File: src/rtl/spi_port_pkg.sv
package spi_port_pkg;

  typedef enum logic [1:0] {
    ROLE_OFF    = 2'd0,
    ROLE_MASTER = 2'd1,
    ROLE_SLAVE  = 2'd2
  } role_e;

  typedef struct packed {
    logic       ovf;
    logic       col;
    logic [3:0] mode;
    logic       cpol;
    logic       en;
  } ctrl_t;

  localparam logic [1:0] ADDR_DATA = 2'd0;
  localparam logic [1:0] ADDR_CTRL = 2'd1;
  localparam logic [1:0] ADDR_STAT = 2'd2;

  localparam logic [3:0] MODE_SLV_SS  = 4'd4;
  localparam logic [3:0] MODE_SLV_NSS = 4'd5;

  function automatic role_e role_of(input logic en, input logic [3:0] mode);
    if (!en) return ROLE_OFF;
    if (mode <= 4'd2) return ROLE_MASTER;
    if (mode == MODE_SLV_SS || mode == MODE_SLV_NSS) return ROLE_SLAVE;
    return ROLE_OFF;
  endfunction

endpackage

File: src/rtl/spi_sync.sv
module spi_sync #(
  parameter int W      = 3,
  parameter int STAGES = 2
) (
  input  logic         clk,
  input  logic         rst,
  input  logic [W-1:0] d,
  output logic [W-1:0] q
);
  logic [W-1:0] stg [STAGES];

  always_ff @(posedge clk) begin
    if (rst) stg[0] <= '0;
    else     stg[0] <= d;
  end

  for (genvar s = 1; s < STAGES; s++) begin : g_stage
    always_ff @(posedge clk) begin
      if (rst) stg[s] <= '0;
      else     stg[s] <= stg[s-1];
    end
  end

  assign q = stg[STAGES-1];
endmodule

File: src/rtl/spi_clkgen.sv
module spi_clkgen #(
  parameter int BASE_HALF = 2,
  parameter int STEP_LOG2 = 2,
  parameter int NSEL      = 3
) (
  input  logic       clk,
  input  logic       rst,
  input  logic       run,
  input  logic [1:0] sel,
  output logic       tick
);
  localparam int MAX_HALF = BASE_HALF << (STEP_LOG2 * (NSEL - 1));
  localparam int CW       = $clog2(MAX_HALF) + 1;

  logic [CW-1:0] half_tbl [NSEL];
  logic [CW-1:0] half_sel;
  logic [CW-1:0] cnt;

  for (genvar g = 0; g < NSEL; g++) begin : g_half
    assign half_tbl[g] = CW'(BASE_HALF << (STEP_LOG2 * g));
  end

  always_comb begin
    half_sel = half_tbl[0];
    for (int i = 0; i < NSEL; i++)
      if (sel == 2'(i)) half_sel = half_tbl[i];
  end

  assign tick = run && (cnt == half_sel - CW'(1));

  always_ff @(posedge clk) begin
    if (rst || !run) cnt <= '0;
    else if (tick)   cnt <= '0;
    else             cnt <= cnt + CW'(1);
  end
endmodule

File: src/rtl/spi_shifter.sv
module spi_shifter
  import spi_port_pkg::*;
#(
  parameter int DW = 8
) (
  input  logic          clk,
  input  logic          rst,
  input  role_e         role,
  input  logic          cpol,
  input  logic          ss_ignore,
  input  logic          m_tick,
  input  logic          m_sdi,
  input  logic          s_sck,
  input  logic          s_ss_n,
  input  logic          s_sdi,
  input  logic          load,
  input  logic [DW-1:0] load_data,
  output logic          sdo,
  output logic          sdo_oe,
  output logic          busy,
  output logic          m_busy,
  output logic          phase,
  output logic          done,
  output logic [DW-1:0] rx_byte
);
  localparam int BW = $clog2(DW);

  logic [DW-1:0] sr;
  logic [DW-1:0] sr_next;
  logic [BW-1:0] bits;
  logic          sck_prev;
  logic          ss_act, s_chg, s_lead, s_trail, m_lead, m_trail, in_bit;

  assign ss_act  = ss_ignore | ~s_ss_n;
  assign s_chg   = (role == ROLE_SLAVE) && ss_act && (s_sck != sck_prev);
  assign s_lead  = s_chg && (s_sck != cpol);
  assign s_trail = s_chg && (s_sck == cpol) && phase;
  assign m_lead  = (role == ROLE_MASTER) && m_busy && m_tick && !phase;
  assign m_trail = (role == ROLE_MASTER) && m_busy && m_tick && phase;
  assign in_bit  = (role == ROLE_MASTER) ? m_sdi : s_sdi;
  assign sr_next = {sr[DW-2:0], in_bit};
  assign busy    = m_busy | ((role == ROLE_SLAVE) && ((bits != '0) || phase));

  always_ff @(posedge clk) begin
    if (rst) begin
      sr       <= '0;
      bits     <= '0;
      phase    <= 1'b0;
      m_busy   <= 1'b0;
      done     <= 1'b0;
      rx_byte  <= '0;
      sdo      <= 1'b0;
      sdo_oe   <= 1'b0;
      sck_prev <= 1'b0;
    end else begin
      sck_prev <= s_sck;
      done     <= 1'b0;
      sdo_oe   <= (role == ROLE_MASTER) || ((role == ROLE_SLAVE) && ss_act);
      if (load) begin
        sr     <= load_data;
        bits   <= '0;
        phase  <= 1'b0;
        m_busy <= (role == ROLE_MASTER);
      end else if (role == ROLE_OFF || (role == ROLE_SLAVE && !ss_act)) begin
        bits   <= '0;
        phase  <= 1'b0;
        m_busy <= 1'b0;
      end else if (s_lead || m_lead) begin
        phase <= 1'b1;
        sdo   <= sr[DW-1];
      end else if (s_trail || m_trail) begin
        phase <= 1'b0;
        sr    <= sr_next;
        if (bits == BW'(DW - 1)) begin
          bits    <= '0;
          m_busy  <= 1'b0;
          done    <= 1'b1;
          rx_byte <= sr_next;
        end else begin
          bits <= bits + BW'(1);
        end
      end
    end
  end
endmodule

File: src/rtl/spi_regs.sv
module spi_regs
  import spi_port_pkg::*;
#(
  parameter int DW = 8
) (
  input  logic          clk,
  input  logic          rst,
  input  logic          bus_wr,
  input  logic          bus_rd,
  input  logic [1:0]    bus_addr,
  input  logic [DW-1:0] bus_wdata,
  input  role_e         role,
  input  logic          busy,
  input  logic          done,
  input  logic [DW-1:0] rx_byte,
  output ctrl_t         ctrl,
  output logic          load,
  output logic [DW-1:0] load_data,
  output logic          full,
  output logic [DW-1:0] rx_buf,
  output logic [DW-1:0] rdata
);
  logic wr_data, wr_ctrl, rd_data, col_set, ovf_set, take;
  ctrl_t wctl;
  logic [DW-1:0] stat;

  assign wctl      = ctrl_t'(bus_wdata[7:0]);
  assign wr_data   = bus_wr && (bus_addr == ADDR_DATA);
  assign wr_ctrl   = bus_wr && (bus_addr == ADDR_CTRL);
  assign rd_data   = bus_rd && (bus_addr == ADDR_DATA);
  assign load      = wr_data && !busy;
  assign load_data = bus_wdata;
  assign col_set   = wr_data && busy;
  assign ovf_set   = done && full && !rd_data && (role == ROLE_SLAVE);
  assign take      = done && !ovf_set;

  always_comb begin
    stat    = '0;
    stat[0] = full;
    stat[1] = busy;
  end

  always_ff @(posedge clk) begin
    if (rst) begin
      ctrl   <= '0;
      full   <= 1'b0;
      rx_buf <= '0;
      rdata  <= '0;
    end else begin
      if (wr_ctrl) begin
        ctrl.en   <= wctl.en;
        ctrl.cpol <= wctl.cpol;
        ctrl.mode <= wctl.mode;
        ctrl.col  <= (ctrl.col & wctl.col) | col_set;
        ctrl.ovf  <= (ctrl.ovf & wctl.ovf) | ovf_set;
      end else begin
        ctrl.col  <= ctrl.col | col_set;
        ctrl.ovf  <= ctrl.ovf | ovf_set;
      end
      if (take) begin
        rx_buf <= rx_byte;
        full   <= 1'b1;
      end else if (rd_data) begin
        full   <= 1'b0;
      end
      if (bus_rd) begin
        case (bus_addr)
          ADDR_DATA: rdata <= rx_buf;
          ADDR_CTRL: rdata <= DW'(ctrl);
          ADDR_STAT: rdata <= stat;
          default:   rdata <= '0;
        endcase
      end
    end
  end
endmodule

File: src/rtl/spi_port.sv
module spi_port
  import spi_port_pkg::*;
#(
  parameter int DW        = 8,
  parameter int BASE_HALF = 2,
  parameter int STEP_LOG2 = 2,
  parameter int NSEL      = 3,
  parameter int SYNC_STG  = 2
) (
  input  logic          clk,
  input  logic          rst,
  input  logic          bus_wr,
  input  logic          bus_rd,
  input  logic [1:0]    bus_addr,
  input  logic [DW-1:0] bus_wdata,
  output logic [DW-1:0] bus_rdata,
  input  logic          sck_i,
  output logic          sck_o,
  output logic          sck_oe,
  output logic          sdo_o,
  output logic          sdo_oe,
  input  logic          sdi_i,
  input  logic          ss_n_i
);
  ctrl_t         ctrl;
  role_e         role;
  logic          ctrl_en, ctrl_cpol, ovf_flag, col_flag, ss_ignore;
  logic          load, busy, m_busy, phase, done, m_tick, full;
  logic [DW-1:0] load_data, rx_byte, rx_buf;
  logic [2:0]    pins_sync;

  assign ctrl_en   = ctrl.en;
  assign ctrl_cpol = ctrl.cpol;
  assign ovf_flag  = ctrl.ovf;
  assign col_flag  = ctrl.col;
  assign role      = role_of(ctrl.en, ctrl.mode);
  assign ss_ignore = (ctrl.mode == MODE_SLV_NSS);

  spi_sync #(.W(3), .STAGES(SYNC_STG)) i_sync (
    .clk (clk),
    .rst (rst),
    .d   ({sck_i, ss_n_i, sdi_i}),
    .q   (pins_sync)
  );

  spi_clkgen #(.BASE_HALF(BASE_HALF), .STEP_LOG2(STEP_LOG2), .NSEL(NSEL)) i_clkgen (
    .clk  (clk),
    .rst  (rst),
    .run  (m_busy),
    .sel  (ctrl.mode[1:0]),
    .tick (m_tick)
  );

  spi_shifter #(.DW(DW)) i_shifter (
    .clk       (clk),
    .rst       (rst),
    .role      (role),
    .cpol      (ctrl.cpol),
    .ss_ignore (ss_ignore),
    .m_tick    (m_tick),
    .m_sdi     (sdi_i),
    .s_sck     (pins_sync[2]),
    .s_ss_n    (pins_sync[1]),
    .s_sdi     (pins_sync[0]),
    .load      (load),
    .load_data (load_data),
    .sdo       (sdo_o),
    .sdo_oe    (sdo_oe),
    .busy      (busy),
    .m_busy    (m_busy),
    .phase     (phase),
    .done      (done),
    .rx_byte   (rx_byte)
  );

  spi_regs #(.DW(DW)) i_regs (
    .clk       (clk),
    .rst       (rst),
    .bus_wr    (bus_wr),
    .bus_rd    (bus_rd),
    .bus_addr  (bus_addr),
    .bus_wdata (bus_wdata),
    .role      (role),
    .busy      (busy),
    .done      (done),
    .rx_byte   (rx_byte),
    .ctrl      (ctrl),
    .load      (load),
    .load_data (load_data),
    .full      (full),
    .rx_buf    (rx_buf),
    .rdata     (bus_rdata)
  );

  assign sck_oe = (role == ROLE_MASTER);
  assign sck_o  = ctrl.cpol ^ (phase & m_busy);
endmodule

File: config.mk
export PLATFORM = sky130hd
export DESIGN_NAME = spi_port
export DESIGN_NICKNAME = d
export VERILOG_FILES = /design/src/rtl/spi_port_pkg.sv /design/src/rtl/spi_sync.sv /design/src/rtl/spi_clkgen.sv /design/src/rtl/spi_shifter.sv /design/src/rtl/spi_regs.sv /design/src/rtl/spi_port.sv
export SDC_FILE = /design/constraint.sdc
export NUM_CORES = 1
export LEC_CHECK = 0
export BUFFER_PORTS_ARGS = -buffer_cell sky130_fd_sc_hd__buf_2
export CORE_MARGIN = 1
export CORE_UTILIZATION = 45
export CTS_BUF_LIST = sky130_fd_sc_hd__clkbuf_2
export DETAILED_ROUTE_END_ITERATION = 7
export PLACE_DENSITY = 0.71
export SLEW_MARGIN = 10
export SYNTH_ARGS = -nofsm -noshare
export SYNTH_HDL_FRONTEND = slang
export SYNTH_SLANG_ARGS = --single-unit
export TNS_END_PERCENT = 1
File: constraint.sdc
create_clock -name clk -period 3.1 [get_ports clk]
set_clock_uncertainty 0.2 [all_clocks]
set_input_delay 0.465 -clock clk [delete_from_list [all_inputs] [get_ports clk]]
set_output_delay 0.465 -clock clk [all_outputs]
set_load 0.01 [all_outputs]
Word level (Yosys, flattened, before mapping)
Memories as Yosys holds them, arrays and structs flattened.
Index checks and enable logic that the tools add are counted.
{"block": "totals", "regBits": 56, "latchBits": 0, "ramBits": 6, "romBits": 0, "out_inout_bits": 12, "n_memories": 1}
{"block": "classes", "add_sub_neg": 3, "n_mul": 0, "n_div": 0, "magnitude_cmp": 1, "eq_ne": 16, "shifts": 0, "n_mux": 36, "n_bitwise": 17, "reduce_logical": 50}
{"name": "i_sync.stg", "depth": 2, "width": 3, "read_ports": 2, "rd_clocked_by_memory_dff": 0, "write_ports": 2, "line": "spi_sync.sv:10", "text": "logic [W-1:0] stg [STAGES];"}
{"cell": "$mux 8", "count": 4}
{"cell": "$pmux 8 s3", "count": 1}
{"cell": "$logic_and 1x1->1", "count": 21}
{"cell": "$mux 1", "count": 19}
{"cell": "$mux 2", "count": 7}
{"cell": "$mux 3", "count": 3}
{"cell": "$reduce_and 3->1", "count": 3}
{"cell": "$reduce_bool 3->1", "count": 3}
{"cell": "$eq 4x3->1 const B", "count": 2}
{"cell": "$or 1x1->1", "count": 8}
{"cell": "$logic_or 1x1->1", "count": 7}
{"cell": "$add 6x1->6 const B", "count": 1}
{"cell": "$eq 2x1->1 const B", "count": 3}
{"cell": "$eq 2x2->1 const B", "count": 3}
{"cell": "$eq 6x6->1", "count": 1}
{"cell": "$logic_not 1->1", "count": 6}
{"cell": "$mux 6", "count": 1}
{"cell": "$reduce_bool 2->1", "count": 3}
{"cell": "$sub 6x1->6 const B", "count": 1}
{"cell": "$not 1->1", "count": 5}
{"cell": "$reduce_and 5->1", "count": 1}
{"cell": "$reduce_or 5->1", "count": 1}
{"cell": "$le 4x2->1 const B", "count": 1}
{"cell": "$logic_not 2->1", "count": 2}
{"cell": "12 further kinds", "count": 16}

Logic depth before layout (Yosys ltp)
{"block": "logic_depth", "word_depth": 18, "depth_mapped": 8, "depth_no_buf": 8}

By module
Synthesis repeated with hierarchy kept, for this count alone.
{"block": "hier_totals", "cells_unflattened": 304, "hier_area_um2": 2946.6}
{"module": "spi_regs", "n_inst": 1, "cells_each": 126, "area_each_um2": 1207.4, "seq_area_each_um2": 500.5}
{"module": "spi_shifter", "n_inst": 1, "cells_each": 127, "area_each_um2": 1202.4, "seq_area_each_um2": 500.5}
{"module": "spi_clkgen", "n_inst": 1, "cells_each": 33, "area_each_um2": 326.6, "seq_area_each_um2": 120.1}
{"module": "spi_sync", "n_inst": 1, "cells_each": 12, "area_each_um2": 157.7, "seq_area_each_um2": 120.1}
{"module": "spi_port", "n_inst": 1, "cells_each": 6, "area_each_um2": 52.6, "seq_area_each_um2": 0.0}

Worst setup path before layout
OpenSTA, ideal clock, no wires.
{"block": "synth_timing", "path_kind": "register -> register", "startpoint": "register i_regs.ctrl[3] (netlist name)", "endpoint": "register i_shifter.m_busy", "setup_time_ns": 0.117, "arrival_ns": 2.019, "path_slack_ns": 0.763, "path_stages_with_launch": 9, "n_path_buf": 1, "path_cell_list": "dfxtp_1 -> inv_1 -> ha_1 -> nor3_1 -> o21ai_0 -> o31ai_1 -> buf_2 -> nand3_2 -> a32o_1"}
{"block": "synth_between", "elab_chain_len": 16, "elab_cells_between_ends": 49, "classes_between": "1 x add/sub; 1 x order compare; 8 x eq/ne; 14 x mux; 2 x bitwise; 23 x reduce/logical"}
{"element": "branches (longest 16 deep; another with $sub 6x1->6)"}
{"element": "end signal, assigned", "line": "spi_shifter.sv:63", "text": "m_busy <= (role == ROLE_MASTER);"}
{"element": "end, declared", "line": "spi_shifter.sv:21", "text": "output logic m_busy,"}
Parallel ways; which one is timed is not known. The select of a mux whose other input is x is not followed.
A chain may end at the register's enable or synchronous reset.

Worst setup path in the final report
{"block": "layout_timing", "startpoint": "register i_regs.ctrl[0] (netlist name)", "endpoint": "register i_shifter.rx_byte[5]"}
{"block": "layout_between", "elab_chain_len": 8, "elab_cells_between_ends": 25, "classes_between": "2 x eq/ne; 1 x mux; 4 x bitwise; 18 x reduce/logical"}
{"element": "$mux 2 *", "line": "spi_port_pkg.sv:26", "text": "if (mode <= 4'd2) return ROLE_MASTER;"}
{"element": "$eq 2x2->1 / $eq 2x1->1 (equally long branches)"}
{"element": "$logic_and 1x1->1 (on tied branches)"}
{"element": "$or 1x1->1, or another cell as far along", "line": "spi_shifter.sv:42", "text": "assign busy = m_busy | ((role == ROLE_SLAVE) && ((bits != '0) || phase));"}
{"element": "$logic_not 1->1, or another cell as far along", "line": "spi_regs.sv:31", "text": "assign load = wr_data && !busy;"}
{"element": "$logic_and 1x1->1, or another cell as far along", "line": "spi_regs.sv:31"}
{"element": "$not 1->1 (no source line) / $logic_or 1x1->1 (equally long branches)"}
{"element": "$reduce_and 5->1 (no source line) *"}
{"element": "end signal, assigned", "line": "spi_shifter.sv:78", "text": "rx_byte <= sr_next;"}
{"element": "end, declared", "line": "spi_shifter.sv:24", "text": "output logic [DW-1:0] rx_byte"}
Every way passes the cells marked *; elsewhere a longest branch is shown, timed or not.

==> metrics.yaml <==
yosys:
  ys_warn_count: 0
  synthAdderAreaFrac: 0.03526
  syn_area_mm2: 0.002839
  ys_seq_area_frac: 0.4372
  synth_top_family_by_area: "simple AND/OR/NAND/NOR gates"
  synth_xor_area_frac: 0.01851
  synthMuxAreaShare: 0.09167
  synth_enable_flop_cells: 0
  syn_inst: 294
  synth_top_cell_area_share: 0.4372
  synth_cell_types: 49
  synthTopCellsByArea: "dfxtp_1 44%, mux2i_1 6.0%, nor2_1 4.8%"
  postSynthAreaPerCell_um2: 9.656
  synth-compound-area-share: 0.1670
  ys.flop_type: "dfxtp_1"
  synth-seq-cells: 62
  synth_top_cell_by_area: "dfxtp_1"
  syn_nets: 319
  synthSimpleGateAreaFrac: 0.2080
  ys_async_sr_fraction: 0
timing:
  slew_violations: 0
  min_period_ns: 2.768
  setup_viol: 0
  finalCritPeriodShare: 0.8929
  hold_ws_ns: 0.07844
  fmax_ghz: 0.3613
  timing.setup.tns_ns: 0
  hold_viol: 0
  postLayoutSetupSlackWorst_ns: 0.3321
  slew_headroom: 0.5656
  rsz0062_at_grt: "false"
  tightest_slew_ns: 0.6448
finish:
  drive_gt1_frac: 0.2119
  n_antenna_cell: 0
  n_fill_cell: 549
  multi_input_area_mm2: 0.001478
  mostFrequentLayoutCells: "62 x dfxtp_1, 36 x nor2_1, 28 x buf_2"
  final_common_cell: "dfxtp_1"
  nNetsFinal: 355
  final_area_mm2: 0.003262
  regArea_mm2: 0.001241
  syn_to_final_growth_pct: 14.90
cts:
  clock_path_buffers: 2
  cts_inserted_buffers: 9
  cts.sinks: 62
  cts_tree: "built"
  path_clk_slew_ns: 0.16
  post_cts_resized: 0
  clock_latency_ns: 0.47
  cts_max_level: 3
  root_buffer: "clkbuf_2"
floorplan:
  io_pins: 29
  die_w_um: 81.43
  fp-row-count: 28
  coreArea_mm2: 0.005991
  initial_core_util: 0.4739
  die_area_mm2: 0.006631
  die_y_um: 81.43
drt:
  first_pass_iters: 4
  drt_iter0_markers: 186
  routedWlPerCell_um: 15.23
  ant_nets: 0
  vias: 2245
  drc_errors: 0
  wl_um: 6243
  routed_via_density: 5.476
placement:
  port_buffers: 28
  place_area_mm2: 0.003039
  dp_hpwl_um: 4491
  place_congestion: 0.8150
  pre_cts_ws_ns: 0.3960
pwr:
  leakagePower_nw: 1.404
  p_total_mw: 1.543
  power_density_mw_per_mm2: 473.1
  ir_drop_mv: 0.2993
worst_setup_path:
  critical_path.cell_chain: "nor3b_1, nand2_1, a211o_1, or4_1, a2bb2oi_2"
  cpPeakStageDelay_ns: 0.74
  worstSetupPathType: "flip-flop to flip-flop"
  critPathTopFamily: "simple AND/OR/NAND/NOR gates"
  endpoint_kind: "flip-flop"
  crit_required_ns: 3.32
  crit_arrival_ns: 2.99
  crit_path_start_kind: "flip-flop"
  crit_buf_inv: 0
  critPathMaxFanout: 9
  critPathSlowestCell: "or4_1"
job:
  drv_cap: 0
global_route:
  grt.overflow.total: 0
  grt_pass1_vias: 2097
  gr-usage-all-layers: 0.2086
  grt_max_degree: 55
  grt_pass1_wl_um: 10230
  antenna_found_initial: 0
status:
  status: "finished clean"
hold_path:
  min_path_type: "input port to flip-flop"
[state kept, by name, summed over array words and instances (netlist names), 3 cells and up]
signal	count
i_sync.stg	6
i_shifter.bits	3
i_shifter.sr	8
i_regs.rx_buf	8
i_shifter.rx_byte	8
i_clkgen.cnt	6
i_regs.rdata	8
i_regs.ctrl	8
[where the power goes]
group / switching (mW) / internal [mW] / total [mW]
Combinational: 0.0510 / 0.0452 / 0.0962
Sequential: 0.00865 / 0.810 / 0.818
Clock: 0.278 / 0.350 / 0.629
[cells in the mapped netlist, types with 2 or more instances]
cell	instances
dfxtp_1	62
nor2_1	36
mux2i_1	17
nand2b_1	12
o21ai_0	12
inv_1	11
nor2b_1	11
clkbuf_1	10
nand2_1	9
a21oi_1	8
a2bb2oi_2	8
ha_1	8
mux2_2	8
nor3b_1	8
and3_1	7
a221o_1	6
a22oi_1	6
nand3_1	6
buf_2	3
nor3_1	3
or2_2	3
xnor2_1	3
xor2_1	3
a311oi_1	2
a32o_1	2
and3b_1	2
nand3b_1	2
nand4_1	2
o31ai_1	2
or3_1	2
or3b_1	2
[per-stage QoR]
stage	instances	utilization
3_5_place_dp	387	0.5073
3_3_place_gp	387	0.5073
6_report	410	0.5445
5_1_grt	410	0.5445
2_1_floorplan	294	-
4_1_cts	408	0.5411
[metal layers]
layer	GRT usage	vias to the layer above	share of wire
li1	-	1116	-
met1	0.2757	1063	0.48
met2	0.3133	62	0.47
met3	0.07556	4	0.048
met4	0.06786	0	0.0067
met5	0	-	0
[cell type report]
type | count | area share
Tap cell | 75 | 0.02877
Sequential cell | 62 | 0.3805
Multi-Input combinational cell | 204 | 0.4530
Timing Repair Buffer | 40 | 0.07595
Clock inverter | 5 | 0.02992
Clock buffer | 11 | 0.01688
Inverter | 13 | 0.01496
[worst reg2reg max path, delay by kind of cell (launching register included)]
kind / cells / cell delay, ns
and+or+nand+nor: 3 / 1.49
DFF: 1 / 0.42
AOI/OAI and AO/OA: 2 / 0.60
[logic make-up after synthesis]
kind of cell,Yosys count
flops,62
simple gates,109
buf+inv,28
compound gates,56
xor+xnor,6
mux,25
fa+ha+maj,8
[path summary, 6_finish.rpt]
kind	start	to	slack, ns	depth (start not counted)
setup / recovery	i_regs.ctrl[0]$_SDFFE_PP0P_	i_shifter.rx_byte[5]$_SDFFE_PP0P_	0.33	5
hold reg to reg	i_sync.stg[0][2]$_SDFF_PP0_	i_sync.stg[1][2]$_SDFF_PP0_	0.26	1
hold / removal	bus_wdata[2]	i_shifter.sr[2]$_SDFFE_PP0P_	0.08	2
setup reg to reg	i_regs.ctrl[0]$_SDFFE_PP0P_	i_shifter.rx_byte[5]$_SDFFE_PP0P_	0.33	5
[what timing repair did]
item	CTS	global route
endpoints found under the hold margin	5	3
hold buffers	5	2
setup buffers	0	0
Note: power is estimated with default switching activity, not from simulation.
